### config.mk
export PLATFORM = sky130hd
export DESIGN_NAME = fixed_irq_ctrl
export DESIGN_NICKNAME = d
export VERILOG_FILES = /design/src/rtl/irqc_pkg.sv /design/src/rtl/irqc_req_latch.sv /design/src/rtl/irqc_prio.sv /design/src/rtl/irqc_isr.sv /design/src/rtl/fixed_irq_ctrl.sv
export SDC_FILE = /design/constraint.sdc
export NUM_CORES = 1
export LEC_CHECK = 0
export ABC_AREA = 1
export BUFFER_PORTS_ARGS = -buffer_cell sky130_fd_sc_hd__buf_4
export CAP_MARGIN = 20
export CELL_PAD_IN_SITES_DETAIL_PLACEMENT = 1
export CELL_PAD_IN_SITES_GLOBAL_PLACEMENT = 2
export CORE_UTILIZATION = 35
export CTS_BUF_LIST = sky130_fd_sc_hd__clkbuf_4
export DETAILED_ROUTE_END_ITERATION = 7
export GPL_TIMING_DRIVEN = 0
export PLACE_DENSITY_LB_ADDON = 0.15
export SLEW_MARGIN = 10
export SYNTH_ARGS = -nofsm -noshare
export SYNTH_HDL_FRONTEND = slang
export SYNTH_SLANG_ARGS = --single-unit
### constraint.sdc
create_clock -name clk -period 6.1 [get_ports clk]
set_clock_uncertainty 0.1 [all_clocks]
set_input_delay 1.22 -clock clk [delete_from_list [all_inputs] [get_ports clk]]
set_output_delay 1.22 -clock clk [all_outputs]
set_load 0.1 [all_outputs]
### src/rtl/irqc_pkg.sv
package irqc_pkg;
  localparam int NSRC = 4;
  localparam int LW   = 3;
  localparam int DW   = 8;
  typedef logic [LW-1:0] line_t;
  localparam line_t LINE_OF [NSRC] = '{3'd0, 3'd3, 3'd4, 3'd5};

  typedef enum logic [1:0] {
    RA_BASE = 2'd0,
    RA_MASK = 2'd1,
    RA_SVC  = 2'd2,
    RA_PEND = 2'd3
  } reg_addr_e;

  function automatic logic [DW-1:0] spread(input logic [NSRC-1:0] s);
    logic [DW-1:0] v;
    v = '0;
    for (int i = 0; i < NSRC; i++) v[LINE_OF[i]] = s[i];
    return v;
  endfunction

  function automatic logic [NSRC-1:0] gather(input logic [DW-1:0] v);
    logic [NSRC-1:0] s;
    for (int i = 0; i < NSRC; i++) s[i] = v[LINE_OF[i]];
    return s;
  endfunction
endpackage

### src/rtl/irqc_req_latch.sv
module irqc_req_latch #(
  parameter int N = 4
) (
  input  logic         clk,
  input  logic         rst,
  input  logic [N-1:0] src,
  input  logic [N-1:0] clr,
  output logic [N-1:0] req
);
  logic [N-1:0] src_q;
  logic [N-1:0] rise;

  assign rise = src & ~src_q;

  always_ff @(posedge clk) begin
    if (rst) begin
      src_q <= src;
      req   <= '0;
    end else begin
      src_q <= src;
      req   <= (req & ~clr) | rise;
    end
  end

  // a seen rising edge is latched
  a_r2_edge_sets: assert property (@(posedge clk) disable iff (rst)
    (rise != '0) |=> ((req & $past(rise)) == $past(rise)));

  // a grant clears its request unless a new edge arrived with it
  a_r6_grant_clears: assert property (@(posedge clk) disable iff (rst)
    (clr != '0) |=> ((req & $past(clr & ~rise)) == '0));
endmodule

### src/rtl/irqc_prio.sv
module irqc_prio #(
  parameter int N = 4
) (
  input  logic [N-1:0] req,
  input  logic [N-1:0] mask,
  input  logic [N-1:0] isr,
  output logic [N-1:0] grant,
  output logic         any
);
  logic blocked;

  always_comb begin
    grant   = '0;
    any     = 1'b0;
    blocked = 1'b0;
    for (int i = 0; i < N; i++) begin
      if (isr[i]) blocked = 1'b1;
      if (!blocked && !any && req[i] && !mask[i]) begin
        grant[i] = 1'b1;
        any      = 1'b1;
      end
    end
  end
endmodule

### src/rtl/irqc_isr.sv
module irqc_isr #(
  parameter int N = 4
) (
  input  logic         clk,
  input  logic         rst,
  input  logic [N-1:0] set,
  input  logic [N-1:0] eoi_clr,
  output logic [N-1:0] isr
);
  always_ff @(posedge clk) begin
    if (rst) isr <= '0;
    else     isr <= (isr & ~eoi_clr) | set;
  end

  // a specific EOI on an in-service line retires it
  a_r7_eoi_clears: assert property (@(posedge clk) disable iff (rst)
    ((eoi_clr & isr) != '0) |=> ((isr & $past(eoi_clr)) == '0));

  // an EOI that hits nothing leaves in-service state alone
  a_r8_eoi_ignored: assert property (@(posedge clk) disable iff (rst)
    (((eoi_clr & isr) == '0) && (set == '0)) |=> $stable(isr));
endmodule

### src/rtl/fixed_irq_ctrl.sv
module fixed_irq_ctrl
  import irqc_pkg::*;
#(
  parameter logic [DW-1:0] BASE_RST = 8'h20
) (
  input  logic            clk,
  input  logic            rst,
  input  logic [NSRC-1:0] src_i,
  input  logic            bus_wr,
  input  logic [1:0]      bus_addr,
  input  logic [DW-1:0]   bus_wdata,
  output logic [DW-1:0]   bus_rdata,
  input  logic            inta_i,
  output logic [DW-1:0]   vec_o,
  output logic            cpu_irq_o
);
  localparam logic [DW-1:0] SPUR_OFS = DW'(7);

  logic [DW-1:0]   base_q;
  logic [NSRC-1:0] mask_q;
  logic [NSRC-1:0] req, isr, grant, set, eoi_clr;
  logic            any, take, eoi_fire;
  line_t           gline;

  assign take     = inta_i & any;
  assign set      = take ? grant : '0;
  assign eoi_fire = bus_wr && (bus_addr == RA_SVC);

  always_comb begin
    for (int i = 0; i < NSRC; i++)
      eoi_clr[i] = eoi_fire && (bus_wdata[LW-1:0] == LINE_OF[i]);
  end

  always_comb begin
    gline = '0;
    for (int i = 0; i < NSRC; i++)
      if (grant[i]) gline = LINE_OF[i];
  end

  irqc_req_latch #(.N(NSRC)) u_req (
    .clk(clk), .rst(rst), .src(src_i), .clr(set), .req(req)
  );

  irqc_prio #(.N(NSRC)) u_prio (
    .req(req), .mask(mask_q), .isr(isr), .grant(grant), .any(any)
  );

  irqc_isr #(.N(NSRC)) u_isr (
    .clk(clk), .rst(rst), .set(set), .eoi_clr(eoi_clr), .isr(isr)
  );

  always_ff @(posedge clk) begin
    if (rst) begin
      base_q    <= BASE_RST;
      mask_q    <= '1;
      vec_o     <= '0;
      cpu_irq_o <= 1'b0;
      bus_rdata <= '0;
    end else begin
      if (bus_wr && bus_addr == RA_BASE) base_q <= bus_wdata;
      if (bus_wr && bus_addr == RA_MASK) mask_q <= gather(bus_wdata);
      if (inta_i) vec_o <= take ? base_q + DW'(gline) : base_q + SPUR_OFS;
      cpu_irq_o <= any;
      case (bus_addr)
        RA_BASE: bus_rdata <= base_q;
        RA_MASK: bus_rdata <= spread(mask_q);
        RA_SVC:  bus_rdata <= spread(isr);
        default: bus_rdata <= spread(req);
      endcase
    end
  end

  // the CPU line is raised only for an unmasked pending request
  a_r3_irq_needs_unmasked: assert property (@(posedge clk) disable iff (rst)
    cpu_irq_o |-> $past(|(req & ~mask_q)));

  // a newly serviced line always ranks above all others in service
  a_r5_nested_grant: assert property (@(posedge clk) disable iff (rst)
    take |=> ((isr & (~isr + NSRC'(1))) == (isr & ~$past(isr))));

  // an empty acknowledge yields base + 7 and changes no state
  a_r9_spurious_vec: assert property (@(posedge clk) disable iff (rst)
    (inta_i && !any && !bus_wr) |=> ((vec_o == $past(base_q) + SPUR_OFS)
                                      && $stable(isr) && $stable(req)));
endmodule

== Word level (Yosys, flattened, before mapping) ==
Index checks and enable logic that the tools add are counted.

* Word-level logic and storage cells: 72
* Output and inout bits: 17
* Bits in registers: 41

* Equal/unequal tests: 5
* Add/sub/neg operators: 2
* Reductions and logical operators: 31
* Bitwise operators: 9
* Muxes and demuxes: 17

{| class="wikitable"
|+ Operators with widths
! kind !! count
|-
| 8-bit case mux with 3 select lines || 1
|-
| 1-bit logical AND || 18
|-
| 4-bit bitwise AND || 3
|-
| 4-bit inverter || 3
|-
| 1-bit zero test || 11
|-
| 1-bit 2-to-1 mux || 11
|-
| 8-bit by 3-bit adder with 8-bit output || 1
|-
| 8-bit by 3-bit adder with 8-bit output (second input constant) || 1
|-
| 8-bit 2-to-1 mux || 1
|-
| 4-bit OR || 2
|-
| 3-bit == test (second input constant) || 2
|-
| 3-bit 2-to-1 mux || 2
|-
| 4-bit 2-to-1 mux || 1
|-
| 3-bit by 2-bit == test with 1-bit output (second input constant) || 1
|-
| 3-bit zero test || 1
|-
| 2-bit by 1-bit == test with 1-bit output (second input constant) || 1
|-
| 2-bit == test (second input constant) || 1
|-
| 2-bit zero test || 1
|-
| 2-bit 2-to-1 mux || 1
|-
| 1-bit bitwise AND || 1
|}

== Longest topological paths before layout ==
Gate-level depths: netlist of the first run.

* Word-level depth: 25
* Depth in mapped cells: 18
* Depth with buffers taken out: 18

== Cells and area by module ==
A second synthesis of the first run with hierarchy kept.

* Cells, all modules: 270
* Area total of the unflattened synthesis: 1,939.4 µm²

{| class="wikitable"
|+ Modules (own cells, without submodules)
! module !! area each (µm²) !! times used !! cells an instance !! seq. area each (µm²)
|-
| fixed_irq_ctrl || 1,435.1 || 1 || 198 || 580.6
|-
| irqc_req_latch || 240.2 || 1 || 28 || 160.2
|-
| irqc_isr || 145.1 || 1 || 20 || 80.1
|-
| irqc_prio || 118.9 || 1 || 24 || 0.0
|}

== Least setup slack after synthesis of the first run ==
Ideal clock, no wire load.

* Path kind: in2reg
* Start point: input inta_i
* End point: register vec_o[6]
* Arrival time: 2.603 ns
* Setup slack: 3.288 ns
* Library setup time: 0.109 ns
* Cell stages on the path: 13
* Path buffers: 2
* Data required time: 5.891 ns
* Cells stage by stage: buf_2 > buf_6 > nand3_1 > ha_1 > fa_1 > nand2_1 > nand2_1 > nand2_1 > nor2_2 > nand3_1 > nand3_1 > nand2_1 > inv_1

* Cells in the longest elaborated chain, start to end: 2

{| class="wikitable"
|+ RTL lines
! element !! RTL line !! RTL
|-
| start, declared || fixed_irq_ctrl.sv:13 || <nowiki>input logic inta_i,</nowiki>
|-
| 1-bit bitwise AND || fixed_irq_ctrl.sv:25 || <nowiki>assign take = inta_i & any;</nowiki>
|-
| 8-bit 2-to-1 mux || fixed_irq_ctrl.sv:62 || <nowiki>if (inta_i) vec_o <= take ? base_q + DW'(gline) : base_q + SPUR_OFS;</nowiki>
|-
| end signal, assigned || fixed_irq_ctrl.sv:62 ||
|-
| end, declared || fixed_irq_ctrl.sv:14 || <nowiki>output logic [DW-1:0] vec_o,</nowiki>
|}

Parallel ways exist; a longest one is shown, timed or not.
A chain may end at the register's enable or synchronous reset.

== Final worst setup path of the first run ==
* Start point: input inta_i
* End point: register vec_o[4]

The elaborated chain is that of the path after synthesis.

==> results.cfg, run 1 <==
[clock_network]
cts_tree = yes
postCtsHoldBufs = 0
cts_made_buffers = 5
post_cts_buffers = 0
cts-root-buf = clkbuf_4
insertion_delay_ns = 0.34
cts_max_path_buffers = 2
htree_num_levels = 2
cts_resized = 0
clock-sinks = 41
clkTransAtPathRegs_ns = 0.11

[setup_path]
path_buf_inv = 4
end_kind = flop
cpMostUsedCell = nand2_1
crit_fanout = 10
cp_cell_sequence = buf_4 -> buf_2 -> buf_6 -> nand3_1 -> ha_1 -> fa_1 -> nand2_1 -> nand2_1 -> nand2_1 -> nor2_2 -> o21ai_0 -> nand2_1 -> inv_1
cpPeakStageDelay_ns = 0.40
worst_ep_arrival_time_ns = 3.02
required_ns = 6.30
rr_worst_depth = 15
r2r-end = vec_o[4]
slowest_stage = fa_1
worstSetupStartpointType = input pin
reg2reg_from = u_isr.isr[0]
critPathKind = in2reg
critPathTopFamily = adder cells
rrSetupSlack_ns = 3.83

[die]
die_w_um = 75.30
io_pins = 35
rows = 26
core_mm2 = 0.005140
dieHeight_um = 75.30
start_util_pct = 36.59
die_area_mm2 = 0.005670

[logic_synthesis]
synth_top_family_by_area = simple AND/OR/NAND/NOR gates
yosysSeqAreaShare_pct = 43.65
ys_ff_latch = 41
ys_types = 30
async_flop_share_pct = 0
yosysTopAreaCell = dfxtp_1
synth_edf_count = 0
yosys.area_share.adder_pct = 3.061
syn_nets = 269
syn_inst = 247
synth-simple-area-share_pct = 25.68
synthTopCellsByArea = dfxtp_1 44%, nand2_1 8.0%, inv_1 6.8%
netlist_area_mm2 = 0.001881
yosysWarnings = 0
synth_xor_area_share_pct = 0.4657
avgSynthCellArea_um2 = 7.614
muxShareOfSynthArea_pct = 0
ys.flop_type = dfxtp_1
yosys.area.top_type_share_pct = 43.65
synth_compound_area_share_pct = 16.77

[detailed_routing]
ant_nets = 0
wl_per_cell_um = 13.69
routed_wirelength_um = 4888
drt_iter0_drc = 43
vias_per_cell = 4.745
drt_first_pass_iters = 4
vias = 1694
drc = 0

[sta]
max_freq_ghz = 0.3540
setup_slack_ns = 3.275
setup_viol = 0
slew_headroom_pct = 64.99
rsz0062_at_grt = no
hold_viol_final = 0
final.setup.tns_ns = 0
fin_crit_sh_pct = 46.31
worst_pin_slew_ns = 0.5252
min_period_ns = 2.825
drv_slew = 0
whs_ns = 0.3934

[power_and_ir_drop]
peakVddDrop_uv = 112.5
power.internal_mw = 0.3632
pwr-share-comb_pct = 23.0
p_leak_nw = 1.052
clkPwrFrac_pct = 23.9
power_switching_share_pct = 33.63
switching_power_mw = 0.1840
seqPwrFrac_pct = 53.0
powerDensity_mw_per_mm2 = 241.6

[worst_hold_path]
worst_hold_path.num_cells = 3
hold_path_class = reg2reg
min-delay-start = u_req.src_q[1]
whs_endpoint = u_req.req[1]

[layout]
n_fill_cell = 693
fin_nets = 309
synthToLayoutAreaGrowth_pct = 20.43
drive_above_1_share_pct = 23.34
layout_common_cells = 41 x dfxtp_1, 40 x nand2_1, 34 x inv_1
utilization_pct = 44.06
final_design_area_no_fill_mm2 = 0.002265
final_common_cell = dfxtp_1
diodes = 0

[grt]
grt_usage_pct = 19.91
grt_pass1_vias = 1679
grt_overflow = 0
antenna_found_initial = 0
grt_pass1_wl_um = 8148
grt_max_degree = 12

[placement]
post_dp_cell_area_mm2 = 0.002216
dp_hpwl_um = 3919
routabilityCongestion = 0.7515
io_buffers = 33
dpl_worst_slack_ns = 2.920

[flow_run]
max-cap-violations = 0

[outcome]
run_status = finished clean
[synthesized netlist by cell type (4+ instances only)]
library cell  instances
o21ai_0              15
o211ai_1              4
nand3_1              19
o21ai_1               7
nor2_1               30
dfxtp_1              41
nor3_1                5
inv_2                 4
inv_1                34
nand2_1              40
a21oi_1              16
[registers in the layout, indices dropped and copies added (netlist names)]
name / count
cpu_irq_o: 1
mask_q: 4
vec_o: 8
base_q: 8
u_isr.isr: 4
u_req.req: 4
bus_rdata: 8
u_req.src_q: 4
[area by class of cell]
type / instances / area, um^2 / area share [%]
clock inverter: 1 / 3.754 / 0.1657
multi-input combinational: 161 / 864.6 / 38.18
buffer: 7 / 52.55 / 2.320
clock buffer: 6 / 45.04 / 1.989
tap: 70 / 87.58 / 3.867
sequential: 41 / 820.8 / 36.24
inverter: 38 / 142.6 / 6.298
timing repair buffer: 33 / 247.7 / 10.94
[power groups by stage]
| stage | logic (mW) | registers, mW | clock network [mW] |
|---|---|---|---|
| 6_report | 0.126 | 0.290 | 0.131 |
| 5_1_grt | 0.137 | 0.292 | 0.153 |
| 4_1_cts | 0.127 | 0.290 | 0.140 |
| 3_5_place_dp | 0.127 | 0.296 | 0 |
| 3_3_place_gp | 0.125 | 0.296 | 0 |
| 2_1_floorplan | 0.0458 | 0.341 | 0 |
[logic make-up (layout without fill, tap and decap cells)]
logic type | Yosys count | after routing
AOI/OAI and AO/OA | 51 | 51
xor gates and xnor gates | 1 | 1
adders and majority gates | 4 | 4
buffers and inverters | 45 | 85
DFF | 41 | 41
and+or+nand+nor | 105 | 105
[metal layers]
metal | vias to the layer above | GRT usage, % | wire, um
li1 | 873 | - | -
met1 | 791 | 26.25 | 2427
met2 | 26 | 32.94 | 2268
met3 | 4 | 4.365 | 153
met4 | 0 | 5.556 | 40
met5 | - | 0 | 0
[through the flow]
stage / std cells / power (mW)
after floorplan: 247 / 0.3868
after global routing: 357 / 0.5819
after global placement: 350 / 0.4214
after CTS: 357 / 0.5574
after detailed placement: 350 / 0.4233
final: 357 / 0.5472
[worst max path at each step]
| stage | startpoint | end | cells after the start |
|---|---|---|---|
| final | inta_i | vec_o[4] | 13 |
| after global routing | inta_i | vec_o[4] | 13 |
| after CTS | inta_i | vec_o[4] | 13 |
| after detailed placement | inta_i | vec_o[4] | 13 |
| after global placement | inta_i | vec_o[4] | 13 |
| after floorplan | inta_i | vec_o[6] | 13 |
[worst min-delay path, cell delays in order (launching register included)]
cell and delay [ns]:
dfxtp_1 0.32, inv_1 0.03, nand2_1 0.05, a21oi_1 0.05
No activity file was read; power rests on OpenSTA's default activity.
==> run 2, diff against run 1 <==
--- a/config.mk
+++ b/config.mk
@@ -10,7 +10,7 @@
 export CAP_MARGIN = 20
 export CELL_PAD_IN_SITES_DETAIL_PLACEMENT = 1
 export CELL_PAD_IN_SITES_GLOBAL_PLACEMENT = 2
-export CORE_UTILIZATION = 35
+export CORE_UTILIZATION = 29
 export CTS_BUF_LIST = sky130_fd_sc_hd__clkbuf_4
 export DETAILED_ROUTE_END_ITERATION = 7
 export GPL_TIMING_DRIVEN = 0
==> constraint.sdc (replaced) <==
create_clock -name clk -period 2.51 [get_ports clk]
set_clock_uncertainty 0.1 [all_clocks]
set_input_delay 0.502 -clock clk [delete_from_list [all_inputs] [get_ports clk]]
set_output_delay 0.502 -clock clk [all_outputs]
set_load 0.1 [all_outputs]
==> run 2 against run 1 <==
Flip-flop and latch count stayed put. Clock power grew to 4.1 times the previous value. Power grew to 2.8 times the previous value. Combinational power is 140% higher. Critical path type is now reg2reg. Largest cell class unchanged. Highest routed layer unchanged.
==> results.cfg, run 2 (synthesis gave the netlist of run 1 again) <==
[layout]
synthToLayoutAreaGrowth_pct = 23.62
final_design_area_no_fill_mm2 = 0.002325
layout_common_cells = 41 x dfxtp_1, 40 x nand2_1, 34 x inv_1
diodes = 0
final_common_cell = dfxtp_1
n_fill_cell = 787
top_regs = base_q x8, bus_rdata x8, vec_o x8
drive_above_1_share_pct = 23.96
fin_nets = 309
utilization_pct = 38.14
final_cells = 363

[worst_hold_path]
hold_path_class = in2reg

[placement]
place_inst = 355
routabilityCongestion = 0.7256
dp_hpwl_um = 3809
post_dp_cell_area_mm2 = 0.002222
io_buffers = 33

[setup_path]
crit_fanout = 4
critPathKind = reg2reg
worst_ep_arrival_time_ns = 2.49
end_kind = flop
worstSetupStartpointType = flop
required_ns = 2.72

[die]
io_pins = 35
dieHeight_um = 82.53
die_area_mm2 = 0.006810
start_util_pct = 30.85
die_w_um = 82.53
core_mm2 = 0.006096
rows = 28

[detailed_routing]
vias = 1671
ant_nets = 0
drt_iter0_drc = 67
vias_per_cell = 4.603
drc = 0
wl_per_cell_um = 13.42
drt_first_pass_iters = 4
routed_wirelength_um = 4872

[power_and_ir_drop]
peakVddDrop_uv = 302.3
powerDensity_mw_per_mm2 = 665.4
p_leak_nw = 1.078

[clock_network]
cts-root-buf = clkbuf_4
cts_resized = 0
clkTransAtPathRegs_ns = 0.13
htree_num_levels = 2
cts_max_path_buffers = 2
cts_made_buffers = 5
cts_tree = yes
clock-sinks = 41
insertion_delay_ns = 0.36
post_cts_buffers = 0
postCtsHoldBufs = 0

[grt]
grt_usage_pct = 16.32
grt_max_degree = 14
grt_pass1_vias = 1619
antenna_found_initial = 0
grt_pass1_wl_um = 8066
grt_overflow = 0

[sta]
slew_headroom_pct = 57.97
drv_slew = 0
min_period_ns = 2.285
fin_crit_sh_pct = 91.02
max_freq_ghz = 0.4377
worst_pin_slew_ns = 0.6305
final.setup.tns_ns = 0
rsz0062_at_grt = no
whs_ns = 0.1484
setup_viol = 0
hold_viol_final = 0

[outcome]
run_status = finished clean

[flow_run]
max-cap-violations = 0
-- run 2: cell count changes in the layout (fill, tap and decap cells not counted), sizes merged --
cell / delta
clkbuf: -1
bufinv: +2
-- run 2: final timing paths --
kind	startpoint	to	slack (ns)	depth (start not counted)
max	u_req.req[1]	vec_o[4]	0.23	16
min	src_i[3]	u_req.src_q[3]	0.15	1
min reg2reg	u_req.src_q[1]	u_req.req[1]	0.39	3
max reg2reg	u_req.req[1]	vec_o[4]	0.23	16
-- run 2: power by group --
part | leakage [nW] | total [mW] | internal (mW) | switching, mW
registers | 0.338 | 0.705 | 0.685 | 0.0198
logic | 0.685 | 0.306 | 0.0850 | 0.221
clock network | 0.0552 | 0.536 | 0.308 | 0.227
-- run 2: area by class of cell --
class	instances	area [um^2]	area share, %
Buffer	7	52.55	2.260
Clock buffer	5	37.54	1.615
Clock inverter	3	65.06	2.799
Inverter	38	142.6	6.136
Multi-Input combinational cell	161	864.6	37.19
Sequential cell	41	820.8	35.31
Tap cell	75	93.84	4.037
Timing Repair Buffer	33	247.7	10.66
-- run 2: stage by stage --
stage	worst slack (ns)	power [mW]
6_report	0.2253	1.547
5_1_grt	0.006737	1.633
4_1_cts	0.2364	1.576
3_5_place_dp	0.04017	1.029
3_3_place_gp	0.02535	1.027
2_1_floorplan	0.4164	0.9400
-- run 2: worst max-delay path: stages, from the launching register on --
cell,delay [ns]
dfxtp_1,0.40
inv_1,0.05
nor2_1,0.08
nand2_1,0.08
inv_1,0.12
nor2_1,0.06
nand2_1,0.05
nand3_1,0.07
ha_1,0.21
fa_1,0.41
nand2_1,0.09
nand2_1,0.08
nand2_1,0.08
nor2_2,0.05
o21ai_0,0.19
nand2_1,0.07
inv_1,0.05
-- run 2: layer usage --
layer	routed length (um)	part of all wire [%]	vias up	global-route usage (%)
li1	-	-	874	-
met1	2521	52	765	22.57
met2	2103	43	27	25.54
met3	190	3.9	5	3.297
met4	56	1.1	0	4.655
met5	0	0	-	0
